## src/rtl/isa_rdy_pkg.sv

```systemverilog
package isa_rdy_pkg;

   typedef enum logic {
      ST_IDLE = 1'b0,
      ST_BUSY = 1'b1
   } cyc_state_e;

   function automatic int cnt_width(input int n);
      return (n <= 2) ? 1 : $clog2(n);
   endfunction

endpackage

```

## src/rtl/rdy_input_stage.sv

```systemverilog
module rdy_input_stage #(
   parameter bit IN_REG = 1'b0
) (
   input  logic clk,
   input  logic rst_n,
   input  logic ready_in,
   input  logic nowait_in,
   output logic ready_out,
   output logic nowait_out
);

   generate
      if (IN_REG) begin : g_reg
         logic ready_q;
         logic nowait_q;
         always_ff @(posedge clk or negedge rst_n) begin
            if (!rst_n) begin
               ready_q  <= 1'b1;
               nowait_q <= 1'b0;
            end else begin
               ready_q  <= ready_in;
               nowait_q <= nowait_in;
            end
         end
         assign ready_out  = ready_q;
         assign nowait_out = nowait_q;
      end else begin : g_pass
         assign ready_out  = ready_in;
         assign nowait_out = nowait_in;
      end
   endgenerate

endmodule

```

## src/rtl/rdy_wait_counter.sv

```systemverilog
module rdy_wait_counter #(
   parameter int WAIT_CNT = 4
) (
   input  logic clk,
   input  logic rst_n,
   input  logic clear,
   input  logic advance,
   output logic at_last
);
   import isa_rdy_pkg::*;

   localparam int CW = cnt_width(WAIT_CNT);
   localparam logic [CW-1:0] LAST = CW'(WAIT_CNT - 1);

   generate
      if (WAIT_CNT < 1) begin : g_bad_wait
         $error("WAIT_CNT must be at least 1");
      end
   endgenerate

   logic [CW-1:0] elapsed;

   always_ff @(posedge clk or negedge rst_n) begin
      if (!rst_n)
         elapsed <= '0;
      else if (clear)
         elapsed <= '0;
      else if (advance && elapsed != LAST)
         elapsed <= elapsed + 1'b1;
   end

   assign at_last = (elapsed == LAST);

   a_r2_cnt_range: assert property (@(posedge clk) disable iff (!rst_n)
      elapsed <= LAST);

   a_r4_cnt_frozen: assert property (@(posedge clk) disable iff (!rst_n)
      (!clear && !advance) |=> $stable(elapsed));

endmodule

```

## src/rtl/rdy_hold_watchdog.sv

```systemverilog
module rdy_hold_watchdog #(
   parameter int HOLD_LIMIT = 1024
) (
   input  logic clk,
   input  logic rst_n,
   input  logic clear,
   input  logic count_en,
   output logic limit_hit
);
   import isa_rdy_pkg::*;

   localparam int HW = cnt_width(HOLD_LIMIT);
   localparam logic [HW-1:0] TOP = HW'(HOLD_LIMIT - 1);

   generate
      if (HOLD_LIMIT < 2) begin : g_bad_limit
         $error("HOLD_LIMIT must be at least 2");
      end
   endgenerate

   logic [HW-1:0] lows;

   always_ff @(posedge clk or negedge rst_n) begin
      if (!rst_n)
         lows <= '0;
      else if (clear)
         lows <= '0;
      else if (count_en && lows != TOP)
         lows <= lows + 1'b1;
   end

   assign limit_hit = count_en && (lows == TOP);

   a_r7_hold_range: assert property (@(posedge clk) disable iff (!rst_n)
      lows <= TOP);

   a_r11_hold_cleared: assert property (@(posedge clk) disable iff (!rst_n)
      clear |=> (lows == '0));

endmodule

```

## src/rtl/isa_ready_timer.sv

```systemverilog
module isa_ready_timer #(
   parameter int WAIT_CNT   = 4,
   parameter int HOLD_LIMIT = 1024,
   parameter bit IN_REG     = 1'b0
) (
   input  logic bclk,
   input  logic rst_n,
   input  logic cmd_start,
   input  logic tgt_ready,
   input  logic tgt_nowait,
   output logic cyc_end,
   output logic hold_timeout
);
   import isa_rdy_pkg::*;

   cyc_state_e state_q;
   logic rdy_s, nows_s;
   logic busy, stall, at_last, limit_hit;
   logic end_now, end_by_hold, accept;
   logic cyc_end_q, timeout_q;

   rdy_input_stage #(.IN_REG(IN_REG)) u_in (
      .clk        (bclk),
      .rst_n      (rst_n),
      .ready_in   (tgt_ready),
      .nowait_in  (tgt_nowait),
      .ready_out  (rdy_s),
      .nowait_out (nows_s)
   );

   assign busy   = (state_q == ST_BUSY);
   assign stall  = busy && !rdy_s;
   assign accept = !busy && cmd_start;

   assign end_by_hold = stall && limit_hit;
   assign end_now     = (busy && rdy_s && (nows_s || at_last)) || end_by_hold;

   rdy_wait_counter #(.WAIT_CNT(WAIT_CNT)) u_wait (
      .clk     (bclk),
      .rst_n   (rst_n),
      .clear   (!busy || end_now),
      .advance (busy && rdy_s),
      .at_last (at_last)
   );

   rdy_hold_watchdog #(.HOLD_LIMIT(HOLD_LIMIT)) u_hold (
      .clk       (bclk),
      .rst_n     (rst_n),
      .clear     (!stall || end_now),
      .count_en  (stall),
      .limit_hit (limit_hit)
   );

   always_ff @(posedge bclk or negedge rst_n) begin
      if (!rst_n) begin
         state_q   <= ST_IDLE;
         cyc_end_q <= 1'b0;
         timeout_q <= 1'b0;
      end else begin
         cyc_end_q <= end_now;
         case (state_q)
            ST_IDLE: if (accept) state_q <= ST_BUSY;
            ST_BUSY: if (end_now) state_q <= ST_IDLE;
            default: state_q <= ST_IDLE;
         endcase
         if (accept)
            timeout_q <= 1'b0;
         else if (end_by_hold)
            timeout_q <= 1'b1;
      end
   end

   assign cyc_end      = cyc_end_q;
   assign hold_timeout = timeout_q;

   a_r3_single_pulse: assert property (@(posedge bclk) disable iff (!rst_n)
      cyc_end |=> !cyc_end);

   a_r10_idle_no_end: assert property (@(posedge bclk) disable iff (!rst_n)
      !busy |=> !cyc_end);

   a_r4_stall_holds: assert property (@(posedge bclk) disable iff (!rst_n)
      (stall && !limit_hit) |=> (!cyc_end && busy));

   a_r7_timeout_with_end: assert property (@(posedge bclk) disable iff (!rst_n)
      $rose(hold_timeout) |-> cyc_end);

   a_r8_timeout_clear: assert property (@(posedge bclk) disable iff (!rst_n)
      accept |=> !hold_timeout);

   a_r9_start_ignored: assert property (@(posedge bclk) disable iff (!rst_n)
      (busy && !end_now) |=> busy);

endmodule

```

## config.mk

```make
export PLATFORM = sky130hd
export DESIGN_NAME = isa_ready_timer
export DESIGN_NICKNAME = d
export VERILOG_FILES = /design/src/rtl/isa_rdy_pkg.sv /design/src/rtl/rdy_input_stage.sv /design/src/rtl/rdy_wait_counter.sv /design/src/rtl/rdy_hold_watchdog.sv /design/src/rtl/isa_ready_timer.sv
export SDC_FILE = /design/constraint.sdc
export NUM_CORES = 1
export LEC_CHECK = 0
export ABC_AREA = 1
export ABC_CLOCK_PERIOD_IN_PS = 2250
export BUFFER_PORTS_ARGS = -buffer_cell sky130_fd_sc_hd__buf_2
export CORE_MARGIN = 4
export CORE_UTILIZATION = 40
export CTS_CLUSTER_DIAMETER = 150
export CTS_CLUSTER_SIZE = 10
export DETAILED_ROUTE_END_ITERATION = 8
export HOLD_SLACK_MARGIN = 0.05
export SLEW_MARGIN = 10
export SYNTH_ARGS = -nofsm -noshare
export SYNTH_HDL_FRONTEND = slang
export SYNTH_HIERARCHICAL = 1
export SYNTH_SLANG_ARGS = --single-unit
```

## constraint.sdc

```tcl
create_clock -name bclk -period 2.25 [get_ports bclk]
set_clock_uncertainty 0.15 [all_clocks]
set_input_delay 0 -clock bclk [delete_from_list [all_inputs] [get_ports bclk]]
set_output_delay 0 -clock bclk [all_outputs]
set_load 0.05 [all_outputs]
```

Yosys cells after proc, flatten, opt, wreduce, memory -nomap -nowiden. Cells that the tools add are included. Widths: inputs -> output; s select.

Register bits: 15. Bits in latches: 0. RAM bits: 0. Bits in read-only memories: 0. Bits of input ports: 5. Output and inout port bits: 2. Word-level logic and storage cells: 39. Memories kept: 0.

Add/subtract/negate cells: 2. $mul: 0. Divide/modulo/power cells: 0. Order comparisons: 0. Equal/unequal tests: 4. Shift operators: 0. Mux-type cells: 9. Bitwise gates (word level): 1. Reductions and logical operators: 18.

Operators with widths (number): $mux 10 (2); $add 10x1->10 const B (1); $eq 10x10->1 const B (1); $ne 10x10->1 const B (1); $logic_and 1x1->1 (8); $reduce_bool 2->1 (3); $logic_or 1x1->1 (4); $mux 1 (4); $mux 2 (2); $logic_not 1->1 (3); $add 2x1->2 const B (1); $eq 2x2->1 const B (1); $ne 2x2->1 const B (1); $pmux 1 s2 (1); $not 1->1 (1).

Logic depth before layout (Yosys ltp). Gate-level depths: netlist of the first run.

Depth after elaboration: 7. Mapped depth: 12. Gate-level depth less buffers: 12.

By module. The synthesis of the first run kept the hierarchy.

Modules (own cells, without submodules): rdy_hold_watchdog (instances 1, cells each 88, area each 633.1 µm², seq. area each 250.2 µm²); isa_ready_timer (instances 1, cells each 22, area each 152.6 µm², seq. area each 75.1 µm²); rdy_wait_counter (instances 1, cells each 13, area each 106.4 µm², seq. area each 50.0 µm²); rdy_input_stage (instances 1, cells each 2, area each 15.0 µm², seq. area each 0.0 µm²).

Worst setup path after synthesis of the first run. Ideal clock, no wire load.

Path kind: reg2reg. From: register u_hold.lows[0]. To: register u_hold.lows[5]. Setup time: 118 ps. Data arrival time: 1705 ps. Data required time: 1982 ps. Path slack: 277 ps. Stages on the path, launching flop included: 13. Buffers on the path: 0. Clock period less this slack: 1973 ps. Cells stage by stage: dfrtp_1 ha_1 nand2_2 inv_1 nand3_1 nor3b_1 nand3_1 nand3_1 inv_1 nand2_4 clkinv_4 nand2_1 nand2_1.

Longest elaborated chain between the ends: 6. Elaborated cells between the ends (all ways): 11. Those cells by class: 1 x add/sub; 2 x eq/ne; 2 x mux; 6 x reduce/logical.

RTL lines: start: declaration (RTL line rdy_hold_watchdog.sv:21) `logic [HW-1:0] lows;`; start signal: assignment (RTL line rdy_hold_watchdog.sv:29) `lows <= lows + 1'b1;`; $eq 10x10->1 * (RTL line rdy_hold_watchdog.sv:32) `assign limit_hit = count_en && (lows == TOP);`; $logic_and 1x1->1 * (RTL line rdy_hold_watchdog.sv:32); named net limit_hit (RTL line isa_ready_timer.sv:18) `logic busy, stall, at_last, limit_hit;`; $logic_and 1x1->1 * (RTL line isa_ready_timer.sv:35) `assign end_by_hold = stall && limit_hit;`; $logic_or 1x1->1 * (RTL line isa_ready_timer.sv:36) `assign end_now = (busy && rdy_s && (nows_s || at_last)) || end_by_hold;`; $logic_or 1x1->1 * (RTL line isa_ready_timer.sv:49) `.clear (!stall || end_now),`; $mux 10 / $reduce_bool 2->1 (equally long branches).

Mark *: on every way through the listed nets, which the timed path passes. The rest lies on a longest branch. The select of a mux whose other input is x is not followed. A chain may end at the register's enable or synchronous reset.

Final worst setup path of the first run.
From: register u_hold.lows[1]. To: register cyc_end_q, in the netlist cyc_end.

Longest elaborated chain between the ends: 4.

RTL lines: $eq 10x10->1 (RTL line rdy_hold_watchdog.sv:32); $logic_and 1x1->1 (RTL line rdy_hold_watchdog.sv:32); named net limit_hit (RTL line isa_ready_timer.sv:18); $logic_and 1x1->1 (RTL line isa_ready_timer.sv:35); $logic_or 1x1->1 (RTL line isa_ready_timer.sv:36); named net end_now (RTL line isa_ready_timer.sv:19) `logic end_now, end_by_hold, accept;`; end signal: assignment (RTL line isa_ready_timer.sv:60) `cyc_end_q <= end_now;`; end: declaration (RTL line isa_ready_timer.sv:20) `logic cyc_end_q, timeout_q;`.

The timed path passes the listed nets, and every way through them passes these cells.

==> run_results.csv, run 1 <==
group,metric,value,unit
outcome,status,"complete, no violations",
finish,area_growth,21.24,%
synthesis,yosys_warnings,6,
power_and_ir_drop,power.leakage,0.0005896,uW
synthesis,synth_compound_area_frac,0.04690,
detailed_routing,drt_first_pass_iters,4,
floorplan,dieHeight,55.62,um
clocking,path_clk_slew,0.09,ns
timing,fin_crit_sh,0.9279,
floorplan,core,0.002062,mm^2
timing,setup_tns,0,ns
synthesis,ys_seq_elements,15,
floorplan,rows,16,
synthesis,synth_top_family_by_area,"simple AND/OR/NAND/NOR gates",
power_and_ir_drop,peakVddDrop,0.0005617,V
placed_design,io_buffers,6,
synthesis,yosys.area.top_type,"dfrtp_1",
finish,fin_cells,172,
timing,fin_crit,2.088,ns
global_routing,grt_use_total,0.1391,
finish,fillers,194,
detailed_routing,wl,1.970,mm
synthesis,synth_top_cell_area_share,0.4138,
synthesis,synth_nets,132,
clocking,cts_tree,"yes",
synthesis,yosysUniqueCellTypes,23,
placed_design,dp_cells,159,
timing,fmax,479.0,MHz
power_and_ir_drop,p_per_area,705.7,mW/mm^2
synthesis,synth_xor_area_frac,0.02897,
finish,antennaDiodeCount,0,
synthesis,syn_area_per_cell,7.257,um^2
synthesis,synthCells,125,
job,drv_cap,0,
timing,hold_viol_final,0,
setup_path,endpoint_kind,"register",
floorplan,die_area,0.003094,mm^2
detailed_routing,postRouteAntennaNets,0,
global_routing,antenna_found_initial,0,
global_routing,grt_pass1_vias,724,
finish,drive_above_1_share,0.1931,
worst_hold_path,hold_path_class,"reg -> reg",
placed_design,place_congestion,0.8996,
clocking,cts_buffers,3,
detailed_routing,wl_met2,875,um
clocking,htreeDepth,1,
setup_path,crit_arrival,2.17,ns
placed_design,dp_hpwl,1.362,mm
detailed_routing,met3_wirelength,136,um
synthesis,synth_fa_ha_area_frac,0.02759,
timing,rsz0062_at_grt,"no",
timing,tightest_slew,0.7312,ns
setup_path,path_max_fanout,4,
floorplan,die_x,55.62,um
floorplan,ioPinCount,7,
finish,fin_area,0.001100,mm^2
timing,finalSetupViolCount,0,
setup_path,required,2.33,ns
placed_design,placedInstanceArea,978.4,um^2
detailed_routing,drc_errors,0,
global_routing,gr-total-overflow,0,
synthesis,yosysSeqAreaShare,0.4138,
detailed_routing,drtIter0Drc,27,
timing,final_max_slew_viol_count,0,
detailed_routing,wl_per_cell,11.45,um
detailed_routing,viasPerCell,4.831,
clocking,clock_latency,0.29,ns
detailed_routing,num_vias,831,
setup_path,cp-start-kind,"register",
clocking,clockRootBuffer,"clkbuf_4",
global_routing,grt_max_degree,16,
synthesis,synthSimpleGateAreaFrac,0.3779,
detailed_routing,met1Wirelength,929,um
finish,fin_util,0.5334,
clocking,clockBufferDepth,2,
setup_path,worstSetupPathType,"reg -> reg",
clocking,cts_sinks,15,
synthesis,synthMuxAreaShare,0,
detailed_routing,dr.max_layer_used,"met4",
synthesis,yosys-top-cells-area,"dfrtp_1 41%, nand2_1 16%, nand3_1 7.7%",
global_routing,grt_pass1_wl,3.291,mm
floorplan,start_util,0.4399,
finish,nets,153,
synthesis,syn_area,907.1,um^2
timing,slew-limit-headroom,0.5109,
-- Yosys cell counts --
cell type and n:
clkinv_4 1, nand3_2 1, nand4_1 1, nor2_2 2
inv_2 2, xor2_1 2, nand2_4 1, buf_4 2
nor3_1 3, nand3_1 14, inv_1 17, ha_1 2
o21ai_0 1, xnor2_1 1, o21bai_1 1, nand2_1 38
dfrtp_1 15, o21ai_1 2, nor3b_1 1, nor2_4 1
nor2_1 10, nand2_2 3, a21oi_1 4
-- layout by cell type, fill, tap and decap left out, drive strengths merged --
cell	instances
o21ai	3
inv	19
nor3	3
nand3	15
o21bai	1
clkinv	1
clkbuf	4
nor3b	1
nand2	42
xor2	2
nor2	13
a21oi	4
dfrtp	15
buf	11
ha	2
xnor2	1
dlygate4sd3	6
dlymetal6s4s	1
nand4	1
-- cell families (layout without fill, tap and decap cells) --
| kind of cell | Yosys count | after routing |
|---|---|---|
| adder cells (fa/ha/maj) | 2 | 2 |
| XOR/XNOR | 3 | 3 |
| buffers and inverters | 22 | 42 |
| flip-flops | 15 | 15 |
| AND/OR/NAND/NOR | 75 | 75 |
| AO/OA/AOI/OAI | 8 | 8 |
-- stage by stage --
stage / total power, uW / worst slack (ns) / hold slack, ns
after CTS: 761.2 / 0.03135 / 0.3261
final: 776.2 / 0.1622 / 0.3254
after global placement: 579.3 / 0.1627 / -0.2227
after floorplan: 517.4 / 0.2771 / -0.4456
after detailed placement: 583.9 / 0.1349 / -0.2209
after global routing: 842.6 / 0.01484 / 0.3714
-- sequential cells by signal, summed over array words and instances (netlist names) --
register,count
u_hold/lows,10
u_wait/elapsed,2
busy,1
cyc_end,1
hold_timeout,1
-- report_power, final --
group / leakage [uW] / internal, uW / switching (uW)
clock: 0.0000150 / 69.0 / 89.3
combinational: 0.000371 / 106 / 162
sequential: 0.000203 / 311 / 39.3
-- timing repair --
action,CTS,global route
hold buffers,7,0
setup buffers,0,2
endpoints found under the setup margin,0,10
gates resized for setup,0,4
hold endpoints to repair,20,0
-- layer usage --
| metal | global-route usage | vias up |
|---|---|---|
| met4 | 0.05208 | 0 |
| met1 | 0.1836 | 367 |
| met2 | 0.2061 | 28 |
| li1 | - | 432 |
| met3 | 0.05104 | 4 |
| met5 | 0 | - |
-- worst max-delay path: stages (launching register included) --
cell	delay, ns
dfrtp_1	0.40
ha_1	0.19
nand2_2	0.11
inv_1	0.11
nand3_1	0.11
nor3b_2	0.16
nand3_1	0.12
nand2_1	0.11
dlygate4sd3_1	0.56
-- layout make-up --
type / count / area [um^2] / area share
clock buffer: 4 / 26.28 / 0.02389
inverter: 20 / 80.08 / 0.07281
multi-input combinational: 88 / 444.2 / 0.4039
sequential: 15 / 375.4 / 0.3413
tap: 27 / 33.78 / 0.03072
timing repair buffer: 18 / 140.1 / 0.1274
-- final timing paths --
kind                           startpoint  cells after the start  slack [ns]        endpoint
min                          hold_timeout                      2        0.33    hold_timeout
max                        u_hold/lows[1]                      8        0.16         cyc_end
max reg2reg                u_hold/lows[1]                      8        0.16         cyc_end
min reg2reg                  hold_timeout                      2        0.33    hold_timeout
min in group asynchronous           rst_n                      3        0.67    hold_timeout
max in group asynchronous           rst_n                      3        0.81  u_hold/lows[0]
(Power assumes the default switching activity.)
==> inputs of run 2 (changes only) <==
- CTS_CLUSTER_DIAMETER: 150 -> unset
- CTS_CLUSTER_SIZE: 10 -> 20
- RECOVER_POWER: unset -> 100
==> run 2 against run 1 <==
- total power is 0.51% lower
- routed wire length increased by 1.0%
- cell count unchanged
- via count grew 2.2%
- core utilization shrank 0.36 points
- sequential share of layout area rose by 0.23 points
- global-route usage stayed put
- clock-buffer cell count is the same
- first-iteration DRC count grew 19%
- clock power hardly changed
==> run_results.csv, run 2 (synthesis gave the netlist of run 1 again) <==
group,metric,value,unit
timing,final_max_slew_viol_count,0,
timing,hold_viol_final,0,
global_routing,antenna_found_initial,0,
clocking,clock_latency,0.29,ns
outcome,status,"complete, no violations",
setup_path,crit_arrival,2.17,ns
setup_path,worstSetupPathType,"reg -> reg",
timing,fmax,477.9,MHz
power_and_ir_drop,power.total,772.2,uW
clocking,cts_tree,"yes",
placed_design,dp_hpwl,1.362,mm
setup_path,crit_chain,"ha_1 > nand2_2 > inv_1 > nand3_1 > nor3b_2 > nand3_1 > nand2_1 > dlygate4sd3_1",
detailed_routing,drc_errors,0,
detailed_routing,drtIter0Drc,32,
clocking,clockRootBuffer,"clkbuf_4",
finish,nets,153,
placed_design,io_buffers,6,
global_routing,grt_pass1_vias,724,
floorplan,dieHeight,55.62,um
detailed_routing,viasPerCell,4.936,
finish,layout_commonest_cell,"nand2_1",
setup_path,required,2.33,ns
detailed_routing,wl_per_cell,11.57,um
global_routing,grt_pass1_wl,3.291,mm
floorplan,die_area,0.003094,mm^2
timing,rsz0062_at_grt,"no",
timing,finalSetupViolCount,0,
floorplan,start_util,0.4399,
detailed_routing,postRouteAntennaNets,0,
placed_design,place_congestion,0.8996,
timing,fin_crit_sh,0.9300,
finish,area_growth,20.41,%
setup_path,crit_top_cell,"nand3_1",
finish,drive_above_1_share,0.1793,
setup_path,timing.rr.end,"cyc_end",
timing,setup_tns,0,ns
clocking,cts_buffers,3,
worst_hold_path,hold_path_class,"reg -> reg",
setup_path,r2r_slack,0.16,ns
worst_hold_path,min_from,"hold_timeout",
floorplan,ioPinCount,7,
clocking,clockBufferDepth,2,
finish,antennaDiodeCount,0,
finish,largest_reg_flops,10,
global_routing,grt_max_degree,16,
power_and_ir_drop,power.leakage,0.0005832,uW
finish,largest_registers,"u_hold/lows x10, u_wait/elapsed x2",
global_routing,grt_use_total,0.1391,
detailed_routing,drt_first_pass_iters,4,
power_and_ir_drop,p_per_area,707.0,mW/mm^2
finish,top_register,"u_hold/lows",
finish,final_cell_mix,"38 x nand2_1, 16 x inv_1, 15 x dfrtp_1, 14 x nand3_1, 10 x nor2_1",
detailed_routing,num_vias,849,
job,drv_cap,0,
setup_path,cp-start-kind,"register",
setup_path,reg2reg_depth,8,
floorplan,die_x,55.62,um
worst_hold_path,hold_depth,2,
floorplan,rows,16,
setup_path,path_max_fanout,4,
floorplan,core,0.002062,mm^2
clocking,cts_sinks,15,
timing,fin_crit,2.093,ns
setup_path,slowest_delay,0.56,ns
setup_path,endpoint_kind,"register",
timing,slew-limit-headroom,0.5150,
timing,tightest_slew,0.7251,ns
worst_hold_path,min_to,"hold_timeout",
global_routing,gr-total-overflow,0,
clocking,htreeDepth,1,
clocking,path_clk_slew,0.09,ns
setup_path,reg2reg_from,"u_hold/lows[1]",
power_and_ir_drop,peakVddDrop,0.0005608,V
detailed_routing,wl,1.990,mm
setup_path,cp_slowest_cell,"dlygate4sd3_1",
[run 2: power by group]
| part | internal, uW | switching [uW] | total, uW |
|---|---|---|---|
| combinational | 103 | 160 | 263 |
| clock | 69.0 | 89.4 | 158 |
| sequential | 311 | 39.9 | 350 |
| total | 483 | 290 | 772 |
[run 2: worst max path at each step]
| stage | from | to | slack (ns) | cells past startpoint |
|---|---|---|---|---|
| final | u_hold/lows[1] | cyc_end | 0.16 | 8 |
| after global routing | u_hold/lows[1] | cyc_end | 0.03 | 8 |
| after CTS | u_wait/elapsed[0] | cyc_end | 0.03 | 7 |
| after detailed placement | u_hold/lows[1] | u_hold/lows[6] | 0.13 | 12 |
| after global placement | u_hold/lows[1] | u_hold/lows[2] | 0.16 | 12 |
| after floorplan | u_hold/lows[0] | u_hold/lows[5] | 0.28 | 12 |
[run 2: critical path, delay by kind of cell, from the launching register on]
family,cells,cell delay [ns]
DFF,1,0.39
buffers and inverters,2,0.68
and+or+nand+nor,5,0.63
adders and majority gates,1,0.19
[run 2: cell type report]
cell class | count | area [um^2]
fillers | 196 | 969.7
repair buffers | 18 | 137.6
well taps | 27 | 33.78
inverters | 20 | 75.07
clock buffers | 4 | 26.28
multi-input cells | 88 | 444.2
flip-flops and latches | 15 | 375.4
[run 2: layer usage]
layer / wire, um / global-route usage
met5: 0 / 0
met4: 23 / 0.05208
met1: 911 / 0.1836
met3: 149 / 0.05104
met2: 907 / 0.2061
[run 2: metrics by stage]
stage / setup WS, ns / hold slack (ns) / area [um^2] / std cells / util
global route: 0.03442 / 0.3760 / 1092 / 172 / 0.5297
global placement: 0.1627 / -0.2227 / 978.4 / 159 / 0.4745
finish: 0.1574 / 0.3289 / 1092 / 172 / 0.5297
floorplan: 0.2771 / -0.4456 / 907.1 / 125 / -
CTS: 0.03135 / 0.3261 / 1075 / 170 / 0.5212
detailed placement: 0.1349 / -0.2209 / 978.4 / 159 / 0.4745
[run 2: timing repair]
| item | CTS | global route |
|---|---|---|
| resized for setup | 0 | 4 |
| buffers inserted | 0 | 2 |
| endpoints found under the setup margin | 0 | 10 |
| hold endpoints to repair | 20 | 0 |
| hold buffers | 7 | 0 |
==> inputs of run 3 (changes only) <==
- ABC_CLOCK_PERIOD_IN_PS: 2250 -> 1700
- clock period: 2.25 -> 1.7 ns (I/O delays scaled with it)
==> run 3 against run 2 <==
- the flow now finishes with violations (setup timing)
- core utilization grew 14 points
- die area is the same
- worst hold slack gained 0.0048 ns
- global-route usage grew 1.1 points
- non-clock buffer count grew 21
- via count grew 12%
- first-iteration DRC count shrank 28%
- sequential power grew 32%
- critical endpoint is now u_hold/lows[8]
==> run_results.csv, run 3 (synthesis gave the netlist of run 1 again) <==
group,metric,value,unit
setup_path,required,1.74,ns
setup_path,path_max_fanout,8,
floorplan,core,0.002062,mm^2
finish,largest_reg_flops,10,
setup_path,timing.rr.end,"u_hold/lows[8]",
outcome,violations,"setup timing",
floorplan,die_x,55.62,um
clocking,path_clk_slew,0.10,ns
placed_design,io_buffers,6,
power_and_ir_drop,power.leakage,0.0007457,uW
global_routing,grt_pass1_wl,3.719,mm
worst_hold_path,hold_depth,2,
timing,slew-limit-headroom,0.5399,
timing,fin_ws,-0.1644,ns
finish,seq_area,375.4,um^2
setup_path,cp-startpoint,"u_hold/lows[6]",
setup_path,r2r_slack,-0.16,ns
timing,hold_viol_final,0,
finish,top_register,"u_hold/lows",
placed_design,dp_hpwl,1.557,mm
placed_design,placedInstanceArea,0.001126,mm^2
timing,worst_hold_slack,0.3337,ns
finish,fin_cells,193,
clocking,cts_sinks,15,
setup_path,crit_arrival,1.91,ns
global_routing,grt_use_total,0.1500,
setup_path,worstSetupPathType,"reg -> reg",
timing,tightest_slew,0.6879,ns
finish,fin_area,0.001378,mm^2
finish,layout_commonest_cell,"nand2_1",
detailed_routing,wl_per_cell,12.50,um
floorplan,dieHeight,55.62,um
detailed_routing,num_vias,948,
floorplan,rows,16,
floorplan,ioPinCount,7,
placed_design,dp_cells,173,
clocking,cts_buffers,3,
power_and_ir_drop,peakVddDrop,0.0006020,V
finish,multi_input_area,554.3,um^2
finish,nets,174,
finish,largest_registers,"u_hold/lows x10, u_wait/elapsed x2",
clocking,clockBufferDepth,2,
floorplan,start_util,0.4399,
finish,fillers,153,
global_routing,antenna_found_initial,0,
timing,rsz0062_at_grt,"yes",
setup_path,crit_end,"u_hold/lows[8]",
outcome,status,"finished with violations",
setup_path,cp-start-kind,"register",
timing,fin_crit_sh,1.097,
worst_hold_path,hold_path_class,"reg -> reg",
timing,fin_crit,1.864,ns
job,drv_cap,0,
finish,area_growth,51.86,%
detailed_routing,postRouteAntennaNets,0,
detailed_routing,drtIter0Drc,23,
global_routing,grt_pass1_vias,877,
detailed_routing,wl,2.413,mm
global_routing,gr-total-overflow,0,
setup_path,endpoint_kind,"register",
finish,final_cell_mix,"29 x nand2_1, 27 x buf_4, 15 x dfrtp_1, 14 x inv_1, 8 x nand3_1",
detailed_routing,drc_errors,0,
power_and_ir_drop,p_per_area,829.1,mW/mm^2
setup_path,reg2reg_from,"u_hold/lows[6]",
setup_path,reg2reg_depth,11,
finish,fin_util,0.6681,
global_routing,grt_max_degree,16,
clocking,htreeDepth,1,
detailed_routing,viasPerCell,4.912,
placed_design,place_congestion,0.8824,
finish,antennaDiodeCount,0,
clocking,clockRootBuffer,"clkbuf_4",
timing,final_max_slew_viol_count,0,
floorplan,die_area,0.003094,mm^2
timing,fmax,536.4,MHz
timing,finalSetupViolCount,13,
clocking,cts_tree,"yes",
clocking,clock_latency,0.30,ns
timing,setup_tns,-1.471,ns
finish,drive_above_1_share,0.4337,
detailed_routing,drt_first_pass_iters,4,
## run 3: changes by cell type in the layout (fill, tap and decap cells not counted), moves of 2 or more
| cell | change |
|---|---|
| nor2_1 | -3 |
| o21ai_0 | -3 |
| nand2_4 | +4 |
| buf_4 | +23 |
| nand3_2 | +5 |
| inv_1 | -2 |
| nand3_1 | -6 |
| o21ai_1 | +2 |
| nand2_2 | +4 |
| nor2_2 | +3 |
| nand2_1 | -9 |
## run 3: how the worst min path moves through the flow
stage,from,end,slack [ns]
floorplan,rst_n,busy,-0.45
global placement,rst_n,hold_timeout,-0.22
detailed placement,rst_n,busy,-0.23
CTS,hold_timeout,hold_timeout,0.34
global route,hold_timeout,hold_timeout,0.40
finish,hold_timeout,hold_timeout,0.33
## run 3: repair_timing
action	CTS	global route
pin swaps	3	4
setup buffers	8	3
gates resized for setup	6	20
hold buffers	5	0
endpoints found under the hold margin	20	0
setup endpoints to repair	10	14
## run 3: where the power goes
part	internal, uW	switching [uW]	total (uW)
sequential	411	49.7	461
clock	87.7	129	217
combinational	173	292	465
total	672	471	1140
## run 3: cell type report
class | instances | share of cell area
multi-input cells | 88 | 0.4024
flip-flops and latches | 15 | 0.2725
repair buffers | 39 | 0.2116
inverters | 20 | 0.06903
well taps | 27 | 0.02452
clock buffers | 3 | 0.01635
clock inverters | 1 | 0.003633
## run 3: worst max-delay path, cell delays in order, from the launching register on
cell	delay, ns
dfrtp_1	0.36
nand2_1	0.09
nor2_2	0.22
nand3_2	0.13
nor3b_2	0.22
nand3_2	0.13
nand3_4	0.11
inv_6	0.06
nand2_8	0.10
clkinv_8	0.09
nand2_2	0.07
nand2_1	0.04
## run 3: routing by layer
layer	global-route usage	wire [um]	vias up
met5	0	0	-
met4	0.07639	69	0
met3	0.02784	84	8
met2	0.2382	1245	19
met1	0.1934	1013	453
li1	-	-	468
## run 3: metrics by stage
stage	setup slack (ns)	total power, uW
CTS	-0.09105	1081
detailed placement	-0.1352	826.1
finish	-0.1644	1142
floorplan	-0.05480	708.3
global placement	-0.04949	815.6
global route	-0.2682	1234
